`config.mk`:
```
export PLATFORM = sky130hd
export DESIGN_NAME = shape_stim_gen
export DESIGN_NICKNAME = d
export VERILOG_FILES = /design/src/rtl/shape_stim_pkg.sv /design/src/rtl/stim_shape_seq.sv /design/src/rtl/stim_phase_acc.sv /design/src/rtl/stim_lfsr.sv /design/src/rtl/stim_sample_mux.sv /design/src/rtl/shape_stim_gen.sv
export SDC_FILE = /design/constraint.sdc
export NUM_CORES = 1
export LEC_CHECK = 0
export ABC_AREA = 1
export BUFFER_PORTS_ARGS = -buffer_cell sky130_fd_sc_hd__buf_2
export CAP_MARGIN = 5
export CORE_ASPECT_RATIO = 1.1
export CORE_MARGIN = 5
export CORE_UTILIZATION = 28
export CTS_CLUSTER_SIZE = 8
export DETAILED_ROUTE_END_ITERATION = 8
export GPL_TIMING_DRIVEN = 0
export HOLD_SLACK_MARGIN = 0.02
export REMOVE_ABC_BUFFERS = 1
export SYNTH_ARGS = -nofsm -noshare
export SYNTH_HDL_FRONTEND = slang
export SYNTH_SLANG_ARGS = --single-unit
```
`constraint.sdc`:
```
create_clock -name clk -period 12 [get_ports clk]
set_input_delay 3.6 -clock clk [delete_from_list [all_inputs] [get_ports clk]]
set_output_delay 3.6 -clock clk [all_outputs]
set_load 0.05 [all_outputs]
```
`src/rtl/shape_stim_pkg.sv`:
```
package shape_stim_pkg;
  typedef enum logic [1:0] {
    SHP_SINE  = 2'd0,
    SHP_PULSE = 2'd1,
    SHP_TRI   = 2'd2,
    SHP_NOISE = 2'd3
  } shape_e;
endpackage

```
`src/rtl/stim_shape_seq.sv`:
```
module stim_shape_seq
  import shape_stim_pkg::*;
(
  input  logic       clk,
  input  logic       rst_n,
  input  logic       auto_mode,
  input  logic [1:0] shape_sel,
  input  logic       record_done,
  output shape_e     shape_q,
  output logic       shape_chg
);
  shape_e shape_d;

  always_comb begin
    if (auto_mode) shape_d = record_done ? shape_e'(shape_q + 2'd1) : shape_q;
    else           shape_d = shape_e'(shape_sel);
    shape_chg = (shape_d != shape_q);
  end

  always_ff @(posedge clk or negedge rst_n) begin
    if (!rst_n) shape_q <= SHP_SINE;
    else        shape_q <= shape_d;
  end


  auto_adv_chk: assert property (@(posedge clk) disable iff (!rst_n)
    auto_mode && record_done |=> shape_q == shape_e'(2'($past(shape_q)) + 2'd1));


  manual_follow_chk: assert property (@(posedge clk) disable iff (!rst_n)
    !auto_mode |=> 2'(shape_q) == $past(shape_sel));
endmodule

```
`src/rtl/stim_phase_acc.sv`:
```
module stim_phase_acc #(
  parameter int PW = 32,
  parameter int HW = 13
) (
  input  logic          clk,
  input  logic          rst_n,
  input  logic          advance,
  input  logic          clear,
  input  logic [PW-1:0] tuning,
  output logic [HW-1:0] phase_hi,
  output logic          carry
);
  logic [PW-1:0] phase_q;
  logic [PW:0]   sum;

  always_comb begin
    sum      = {1'b0, phase_q} + {1'b0, tuning};
    carry    = sum[PW];
    phase_hi = phase_q[PW-1 -: HW];
  end

  always_ff @(posedge clk or negedge rst_n) begin
    if (!rst_n)       phase_q <= '0;
    else if (clear)   phase_q <= '0;
    else if (advance) phase_q <= sum[PW-1:0];
  end


  clear_zero_chk: assert property (@(posedge clk) disable iff (!rst_n)
    clear |=> phase_q == '0);


  phase_hold_chk: assert property (@(posedge clk) disable iff (!rst_n)
    !advance && !clear |=> $stable(phase_q));
endmodule

```
`src/rtl/stim_lfsr.sv`:
```
module stim_lfsr #(
  parameter int          LW   = 16,
  parameter int          DW   = 12,
  parameter logic [LW-1:0] MASK = 16'hB400,
  parameter logic [LW-1:0] SEED = 16'hACE1
) (
  input  logic          clk,
  input  logic          rst_n,
  input  logic          shift,
  output logic [DW-1:0] sample
);
  logic [LW-1:0] state_q;
  logic [LW-1:0] state_d;

  always_comb begin
    state_d = state_q >> 1;
    if (state_q[0]) state_d = state_d ^ MASK;
    sample = state_q[LW-1 -: DW];
  end

  always_ff @(posedge clk or negedge rst_n) begin
    if (!rst_n)     state_q <= SEED;
    else if (shift) state_q <= state_d;
  end


  lfsr_nonzero_chk: assert property (@(posedge clk) disable iff (!rst_n)
    state_q != '0);


  lfsr_idle_chk: assert property (@(posedge clk) disable iff (!rst_n)
    !shift |=> $stable(state_q));
endmodule

```
`src/rtl/stim_sample_mux.sv`:
```
module stim_sample_mux
  import shape_stim_pkg::*;
#(
  parameter int AW = 8,
  parameter int DW = 12,
  parameter int GW = 8
) (
  input  shape_e               shape,
  input  logic [DW:0]          phase_hi,
  input  logic [DW-1:0]        noise,
  input  logic [GW-1:0]        gain,
  output logic signed [DW-1:0] scaled
);
  localparam int HALF = 2 ** (AW - 1);
  localparam int QTR  = HALF / 2;
  localparam int FS   = 2 ** (DW - 1) - 1;
  localparam int DEPTH = 2 ** AW;

  function automatic logic signed [DW-1:0] sine_entry(input int idx);
    int h;
    int m;
    h = idx % HALF;
    m = (h * (HALF - h) * FS) / (QTR * QTR);
    return (idx >= HALF) ? DW'(-m) : DW'(m);
  endfunction

  logic signed [DW-1:0] rom [DEPTH];
  for (genvar i = 0; i < DEPTH; i++) begin : g_rom
    assign rom[i] = sine_entry(i);
  end

  logic [AW-1:0]        idx;
  logic [DW-1:0]        fold;
  logic signed [DW-1:0] pick;
  logic signed [DW+GW-1:0] prod;

  always_comb begin
    idx  = phase_hi[DW -: AW];
    fold = phase_hi[DW] ? ~phase_hi[DW-1:0] : phase_hi[DW-1:0];
    pick = '0;
    case (shape)
      SHP_SINE:  pick = rom[idx];
      SHP_PULSE: pick = phase_hi[DW] ? DW'(-FS) : DW'(FS);
      SHP_TRI:   pick = {~fold[DW-1], fold[DW-2:0]};
      SHP_NOISE: pick = noise;
      default:   pick = '0;
    endcase
    prod   = pick * $signed({1'b0, gain});
    scaled = DW'(prod >>> GW);
  end
endmodule

```
`src/rtl/shape_stim_gen.sv`:
```
module shape_stim_gen
  import shape_stim_pkg::*;
#(
  parameter int PW = 32,
  parameter int AW = 8,
  parameter int DW = 12,
  parameter int GW = 8,
  parameter int LW = 16
) (
  input  logic                 clk,
  input  logic                 rst_n,
  input  logic                 run,
  input  logic                 auto_mode,
  input  logic [1:0]           shape_sel,
  input  logic                 record_done,
  input  logic [PW-1:0]        tuning,
  input  logic [GW-1:0]        gain,
  output logic signed [DW-1:0] out_data,
  output logic                 out_valid,
  input  logic                 out_ready
);
  localparam int HW = DW + 1;

  shape_e               shape_q;
  logic                 shape_chg;
  logic                 step;
  logic                 carry;
  logic [HW-1:0]        phase_hi;
  logic [DW-1:0]        noise;
  logic signed [DW-1:0] scaled;

  assign step = run && (!out_valid || out_ready);

  stim_shape_seq u_seq (
    .clk(clk), .rst_n(rst_n), .auto_mode(auto_mode), .shape_sel(shape_sel),
    .record_done(record_done), .shape_q(shape_q), .shape_chg(shape_chg)
  );

  stim_phase_acc #(.PW(PW), .HW(HW)) u_acc (
    .clk(clk), .rst_n(rst_n), .advance(step), .clear(shape_chg),
    .tuning(tuning), .phase_hi(phase_hi), .carry(carry)
  );

  stim_lfsr #(.LW(LW), .DW(DW)) u_lfsr (
    .clk(clk), .rst_n(rst_n), .shift(step && carry && !shape_chg), .sample(noise)
  );

  stim_sample_mux #(.AW(AW), .DW(DW), .GW(GW)) u_mux (
    .shape(shape_q), .phase_hi(phase_hi), .noise(noise), .gain(gain), .scaled(scaled)
  );

  always_ff @(posedge clk or negedge rst_n) begin
    if (!rst_n) begin
      out_valid <= 1'b0;
      out_data  <= '0;
    end else if (step) begin
      out_valid <= 1'b1;
      out_data  <= scaled;
    end else if (out_ready) begin
      out_valid <= 1'b0;
    end
  end


  stall_hold_chk: assert property (@(posedge clk) disable iff (!rst_n)
    out_valid && !out_ready |=> out_valid && $stable(out_data));


  idle_drop_chk: assert property (@(posedge clk) disable iff (!rst_n)
    !run && out_ready |=> !out_valid);
endmodule

```
## Word-level counts from Yosys, hierarchy flattened

Memory sizes are Yosys's and may differ from the RTL's.
Cells that the tools add are included.

- Output and inout port bits: 13
- Memory bits (read-only): 3072
- Flip-flop bits (word level): 63
- Memories: 1
- Bits of input ports: 48

- Multiply operators: 1
- Add/subtract/negate cells: 2
- $lt $le $gt $ge: 1
- Reductions and logical operators: 9
- Eq/ne operators: 4
- Bitwise logic cells: 4
- Multiplexer cells: 12

Memory list:

| name | words | width | rd ports | clocked after Yosys merged registers in | wr ports | RTL line | RTL |
|---|---|---|---|---|---|---|---|
| (no name shown) | 256 | 12 | 1 | 0 | 0 | stim_sample_mux.sv:42 | `SHP_SINE: pick = rom[idx];` |

Operators with widths:

| operator | count |
|---|---|
| 32-bit two-way mux | 2 |
| 12-bit two-way mux | 4 |
| 12-bit one-hot mux with 4 select lines | 1 |
| 32-bit by 32-bit adder with 33-bit output | 1 |
| 12-bit by 9-bit multiplier with 20-bit output | 1 |
| 16-bit two-way mux | 1 |
| 12-bit NOT | 1 |
| 9-bit >= comparator (second input constant) | 1 |
| 8-bit NOT with 9-bit output | 1 |
| 2-bit == test (second input constant) | 2 |
| 2-bit two-way mux | 2 |
| 3-bit NOT with 4-bit output | 1 |
| 2-bit nonzero test | 2 |
| 1-bit logical AND | 3 |
| 2-bit by 1-bit adder with 2-bit output (second input constant) | 1 |
| 2-bit by 1-bit == test with 1-bit output (second input constant) | 1 |
| 1-bit zero test | 2 |
| 2-bit zero test | 1 |
| 1-bit two-way mux | 2 |
| 2-bit != test | 1 |
| 1-bit logical OR | 1 |
| 1-bit NOT | 1 |

## Depth between registers and ports, before layout

Gate-level depths: netlist of run 1.

- Word-level depth: 6
- Gate-level depth with buffers: 34
- Gate-level depth less buffers: 33

## Cells and area by module

Synthesis of run 1 repeated with hierarchy kept, for this count alone.

- Cells, all modules: 1666
- Area total of the unflattened synthesis: 10697.8 um^2

By module, submodules not included:

| module | cells each | instances | area an instance (um^2) |
|---|---|---|---|
| stim_sample_mux | 851 | 1 | 5492.8 |
| stim_phase_acc | 647 | 1 | 3748.6 |
| stim_lfsr | 83 | 1 | 739.5 |
| shape_stim_gen | 60 | 1 | 548.0 |
| stim_shape_seq | 25 | 1 | 168.9 |

## Worst setup path before layout of run 1

Ideal clock, no wire load.

- Path type: input to register
- Start: input port gain[0]
- End: register out_data[6]
- Path buffers: 1
- Data required time: 11.918 ns
- Arrival: 7.394 ns
- Cell stages on the path: 16
- Path slack: 4.524 ns
- Cell sequence: clkbuf_1 -> nand2_1 -> fa_1 -> fa_1 -> inv_1 -> fa_1 -> inv_1 -> fa_1 -> inv_1 -> ha_1 -> a21oi_1 -> inv_1 -> a21oi_1 -> a21boi_0 -> nand3_1 -> a31oi_1

- Cells in the longest elaborated chain, start to end: 1

Ends and longest elaborated chain:

| element | RTL line | RTL |
|---|---|---|
| from (decl) | shape_stim_gen.sv:17 | `input logic [GW-1:0] gain,` |
| 12-bit by 9-bit multiplier with 20-bit output | stim_sample_mux.sv:48 | `prod = pick * $signed({1'b0, gain});` |
| to (signal assigned) | shape_stim_gen.sv:58 | `out_data <= scaled;` |
| to (decl) | shape_stim_gen.sv:18 | `output logic signed [DW-1:0] out_data,` |

No other way between the ends.
A chain may end at the register's enable or synchronous reset.

## Worst setup path after layout of run 1

- Start: input port gain[0]
- End: register out_data[10]

The elaborated chain is that of the path after synthesis.

==> results.json, run 1 <==
{
  "rsz0062_at_grt": "no",
  "dp_slack_ps": 4210,
  "num_vias": 9257,
  "path_class": "in2reg",
  "syn_avg_cell_area_um2": 6.80,
  "synth_seq_cells": 63,
  "p_clk_share_pct": 8.3,
  "cts_sinks": 63,
  "cts.htree.levels": 3,
  "ios": 61,
  "grt_usage_pct": 15.2,
  "globalRouteMet1Util_pct": 19.8,
  "relSlewSlack_pct": 17.7,
  "setup_viol_count_final": 0,
  "antenna_left": 0,
  "period_share_pct": 62.3,
  "use_met3_pct": 1.89,
  "synth_edf_count": 0,
  "vias_per_cell": 4.97,
  "netSwitchingFraction_pct": 56.9,
  "yosys-top-cells-count": "nand2_1 (317), inv_1 (218), nor2_1 (138), o21ai_0 (107), a21oi_1 (106)",
  "start_util_pct": 28.4,
  "placedCellCount": 1845,
  "synth_area_leaders": "fa_1 (16%), dfrtp_1 (14%), nand2_1 (13%)",
  "ys_seq_area_share_pct": 16.7,
  "wl_per_cell_um": 15.0,
  "placed_cell_area_um2": 10200,
  "async_reset_ff_share_pct": 100,
  "instances_no_fill": 1861,
  "hold_class": "reg2reg",
  "synthCells": 1399,
  "drive_gt1_share_pct": 8.61,
  "routed_wirelength_mm": 28.0,
  "ys_types": 56,
  "status": "finished, final reports clean",
  "seqPwrFrac_pct": 11.0,
  "postCtsSetupRepairBufs": 0,
  "cts.hold.buffers_added": 0,
  "cap_violations": 0,
  "row_count": 70,
  "crit_fanout": 10,
  "crit_path_end_kind": "flop",
  "fin_area_um2": 10400,
  "post-route-min-period_ps": 7480,
  "overflow": 0,
  "cts_tree": "done",
  "grt_pass1_vias": 9376,
  "antennaDiodeCount": 0,
  "die_width_um": 186,
  "syn_area_um2": 9520,
  "antenna_found_initial": 1,
  "max_freq_ghz": 0.134,
  "drc": 0,
  "powerDensity_nw_per_um2": 293,
  "post_cts_resized": 0,
  "p_leak_nw": 5.36,
  "ys_warn_count": 0,
  "arrival_ps": 7710,
  "grt_max_degree": 62,
  "power.net_switching_mw": 1.74,
  "core_um2": 33500,
  "cts_buffers": 9,
  "die_y_um": 203,
  "clock_skew_ps": 16.2,
  "drt_iter0_drc": 612,
  "cts_buffer_depth": 2,
  "yosysMostFrequentCell": "nand2_1",
  "fin_ws_ps": 4520,
  "io_buffers": 60,
  "hpwl_mm": 22.1,
  "p_comb_share_pct": 80.7,
  "grt_pass1_wl_mm": 47.0,
  "ir_drop_uv": 243,
  "synth_top_area_cell": "fa_1",
  "tightestPinTransition_ps": 1230,
  "start_kind": "input port",
  "p_int_mw": 1.32,
  "p_total_mw": 3.06,
  "place.gp.congestion": 0.899,
  "report.final.hold_viol_count": 0,
  "synth_top_cell_area_share_pct": 16.0,
  "use_met2_pct": 25.7,
  "synthFlopType": "dfrtp_1",
  "final_nets": 1627,
  "dieArea_um2": 37800,
  "clkLatencyLatePin_ps": 350,
  "cts_root_buf": "clkbuf_16",
  "top_usage_layer": "met2",
  "clkSlewWorstSetupHoldPaths_ps": 50,
  "drtPass1Iterations": 5,
  "critPathRequiredTime_ps": 12230,
  "fin_tns_setup_ps": 0,
  "drv_slew": 0,
  "area_delta_synth_final_pct": 9.68
}
[layout make-up]
cell class	instances	area (um2)
clock buffer	10	239
clock inverter	6	45.0
fill	3731	23000
inverter	234	881
multi-input combinational	1055	6820
sequential	63	1590
tap	432	541
timing repair buffer	61	330
[cell usage in the layout, fill, tap and decap left out, types with 15 or more instances in the layout]
cell type / count
nor3_1: 15
ha_1: 79
buf_2: 59
a21oi_1: 106
o21ai_0: 107
fa_1: 76
dfrtp_1: 55
nand2_1: 317
nand3_1: 69
nor2_1: 138
inv_1: 218
o21ai_1: 17
[kinds of logic (layout without fill, tap and decap cells)]
logic type / Yosys count / in the layout / synth area share, %
XOR/XNOR: 21 / 21 / 1.93
multiplexers: 1 / 1 / 0.105
adder cells (fa/ha/maj): 155 / 155 / 26.4
flip-flops: 63 / 63 / 16.7
AND/OR/NAND/NOR: 575 / 575 / 25.0
AO/OA/AOI/OAI: 303 / 303 / 18.2
buffers and inverters: 281 / 311 / 11.7
[path summary, 6_finish.rpt]
check | depth (start not counted) | to | slack [ps] | from
hold / removal | 2 | out_data[10] | 470 | out_data[10]
setup / recovery | 18 | out_data[10] | 4520 | gain[0]
hold reg to reg | 2 | out_data[10] | 470 | out_data[10]
min in group asynchronous | 1 | out_data[0] | 3050 | rst_n
setup reg to reg | 29 | out_data[9] | 4870 | u_acc.phase_q[24]
max in group asynchronous | 2 | u_lfsr.state_q[13] | 8400 | rst_n
[per-layer routing]
metal  up-vias  part of all wire (%)
met4         2                   3.0
met2       238                    48
met1      4382                    45
met3        54                   4.3
li1       4581                     -
met5         -                 0.046
[power groups by stage]
stage,clock (mW),combinational [mW],sequential (mW)
2_1_floorplan,0,1.86,0.397
3_3_place_gp,0,2.47,0.339
3_5_place_dp,0,2.48,0.340
4_1_cts,0.263,2.50,0.337
5_1_grt,0.269,2.92,0.346
6_report,0.254,2.47,0.337
[state kept, by name, summed over array words and instances (netlist names)]
| name | cells |
|---|---|
| out_data | 12 |
| out_valid | 1 |
| u_acc.phase_q | 32 |
| u_lfsr.state_q | 16 |
| u_seq.shape_q | 2 |
[worst max-delay path, stage by stage]
cell,delay [ps]
buf_2,230
nand2_1,190
fa_1,660
fa_1,540
inv_1,50
fa_1,520
inv_1,50
fa_1,470
inv_1,40
ha_1,340
a21oi_1,170
inv_1,70
a21oi_1,210
o21ai_0,120
a21oi_1,190
nand3_1,100
nand3_1,90
nand2_1,60
[through the flow]
| step | hold WS (ps) | util, % |
|---|---|---|
| 2_1_floorplan | 453 | - |
| 3_3_place_gp | 461 | 30.3 |
| 3_5_place_dp | 461 | 30.3 |
| 4_1_cts | 476 | 31.2 |
| 5_1_grt | 502 | 31.2 |
| 6_report | 472 | 31.2 |
(Power assumes the default switching activity.)
==> run 2: changes to the inputs <==
==> constraint.sdc (replaced) <==
create_clock -name clk -period 6.8 [get_ports clk]
set_input_delay 2.04 -clock clk [delete_from_list [all_inputs] [get_ports clk]]
set_output_delay 2.04 -clock clk [all_outputs]
set_load 0.05 [all_outputs]
==> results.json, run 2 (synthesized netlist as in run 1, its figures left out) <==
{
  "wl_per_cell_um": 15.0,
  "critPathMaxStageDelay_ps": 530,
  "antenna_found_initial": 1,
  "fillers": 3733,
  "period_share_pct": 93.5,
  "max_freq_ghz": 0.157,
  "cts_tree": "done",
  "clock_skew_ps": 12.0,
  "die_y_um": 203,
  "powerDensity_nw_per_um2": 516,
  "instances_no_fill": 1866,
  "top_regs": "u_acc.phase_q (32), u_lfsr.state_q (16), out_data (12)",
  "cts_buffer_depth": 2,
  "clkLatencyLatePin_ps": 350,
  "place.gp.congestion": 0.899,
  "layout_commonest_cell": "nand2_1",
  "die_width_um": 186,
  "row_count": 70,
  "relSlewSlack_pct": 24.5,
  "routed_wirelength_mm": 28.0,
  "hold_class": "reg2reg",
  "num_vias": 9239,
  "fin_ws_ps": 439,
  "cts_root_buf": "clkbuf_16",
  "start_util_pct": 28.4,
  "hpwl_mm": 22.1,
  "arrival_ps": 6590,
  "ios": 61,
  "largest_reg_flops": 32,
  "drv_slew": 0,
  "core_um2": 33500,
  "crit_fanout": 10,
  "antennaDiodeCount": 0,
  "layout_common_cells": "nand2_1 (317), inv_1 (218), nor2_1 (136), o21ai_0 (106), a21oi_1 (106)",
  "status": "finished, final reports clean",
  "crit_path_end_kind": "flop",
  "grt_pass1_vias": 9376,
  "final_nets": 1632,
  "ir_drop_uv": 434,
  "cts_buffers": 9,
  "placedCellCount": 1845,
  "path_class": "reg2reg",
  "vias_per_cell": 4.95,
  "io_buffers": 60,
  "area_delta_synth_final_pct": 10.4,
  "drc": 0,
  "setup_viol_count_final": 0,
  "grt_max_degree": 62,
  "clkSlewWorstSetupHoldPaths_ps": 50,
  "grt_usage_pct": 15.2,
  "cts.hold.buffers_added": 0,
  "cts_sinks": 63,
  "dp_slack_ps": -207,
  "cts.htree.levels": 3,
  "dieArea_um2": 37800,
  "p_leak_nw": 5.38,
  "antenna_left": 0,
  "overflow": 0,
  "p_total_mw": 5.42,
  "report.final.hold_viol_count": 0,
  "crit_slowest_cell": "fa_1",
  "top_register": "u_acc.phase_q",
  "start_kind": "flop",
  "multi_input_area_um2": 6830,
  "ff_latch_area_um2": 1610,
  "grt_pass1_wl_mm": 47.0,
  "drtPass1Iterations": 8,
  "drive_gt1_share_pct": 9.62,
  "cap_violations": 0,
  "critPathRequiredTime_ps": 7020,
  "drt_iter0_drc": 647,
  "tightestPinTransition_ps": 1130,
  "post-route-min-period_ps": 6360
}
==> run 2: changes by cell type in the layout (fill, tap and decap cells not counted), sizes merged <==
cell,change
buf,+5
==> run 2: cell type report <==
type	instances	area share (%)
Sequential cell	63	15.3
Inverter	234	8.43
Clock inverter	6	0.429
Multi-Input combinational cell	1055	65.0
Timing Repair Buffer	66	3.50
Clock buffer	10	2.27
Tap cell	432	5.14
==> run 2: what timing repair did <==
action,in CTS,in global routing
hold endpoints to repair,0,0
gates resized for setup,5,13
endpoints found under the setup margin,7,11
setup buffers,0,5
==> run 2: power breakdown <==
part / internal [mW] / leakage (nW) / switching, mW
Combinational: 1.58 / 4.46 / 2.80
Clock: 0.258 / 0.131 / 0.188
Sequential: 0.499 / 0.786 / 0.0937
==> run 2: routing by layer <==
layer	track usage, %	share of wire, %
met1	19.9	45
met2	25.7	48
met3	1.87	4.5
met4	5.26	2.9
met5	0	0.046
==> run 2: path summary, 6_finish.rpt <==
kind / startpoint / endpoint / slack, ps / cells after the start
max in group asynchronous: rst_n / u_lfsr.state_q[13] / 4760 / 2
min reg2reg: out_data[10] / out_data[10] / 470 / 2
min: out_data[10] / out_data[10] / 470 / 2
max reg2reg: u_acc.phase_q[24] / out_data[10] / 440 / 31
min in group asynchronous: rst_n / out_data[0] / 1490 / 1
max: u_acc.phase_q[24] / out_data[10] / 440 / 31
==> run 2: worst max-delay path, delay by kind of cell, from the launching register on <==
kind,cells,cell delay [ps]
flops,1,510
simple gates,10,1100
buf+inv,7,650
compound gates,8,1430
fa+ha+maj,6,2550
==> run 2: stage by stage <==
step | TNS (ps) | util [%] | cell area (um2) | hold WS [ps]
5_1_grt | -4.43 | 31.4 | 10500 | 502
2_1_floorplan | 0 | - | 9280 | 453
4_1_cts | 0 | 31.2 | 10400 | 476
3_5_place_dp | -705 | 30.3 | 10200 | 461
6_report | 0 | 31.4 | 10500 | 472
3_3_place_gp | -1220 | 30.3 | 10100 | 461
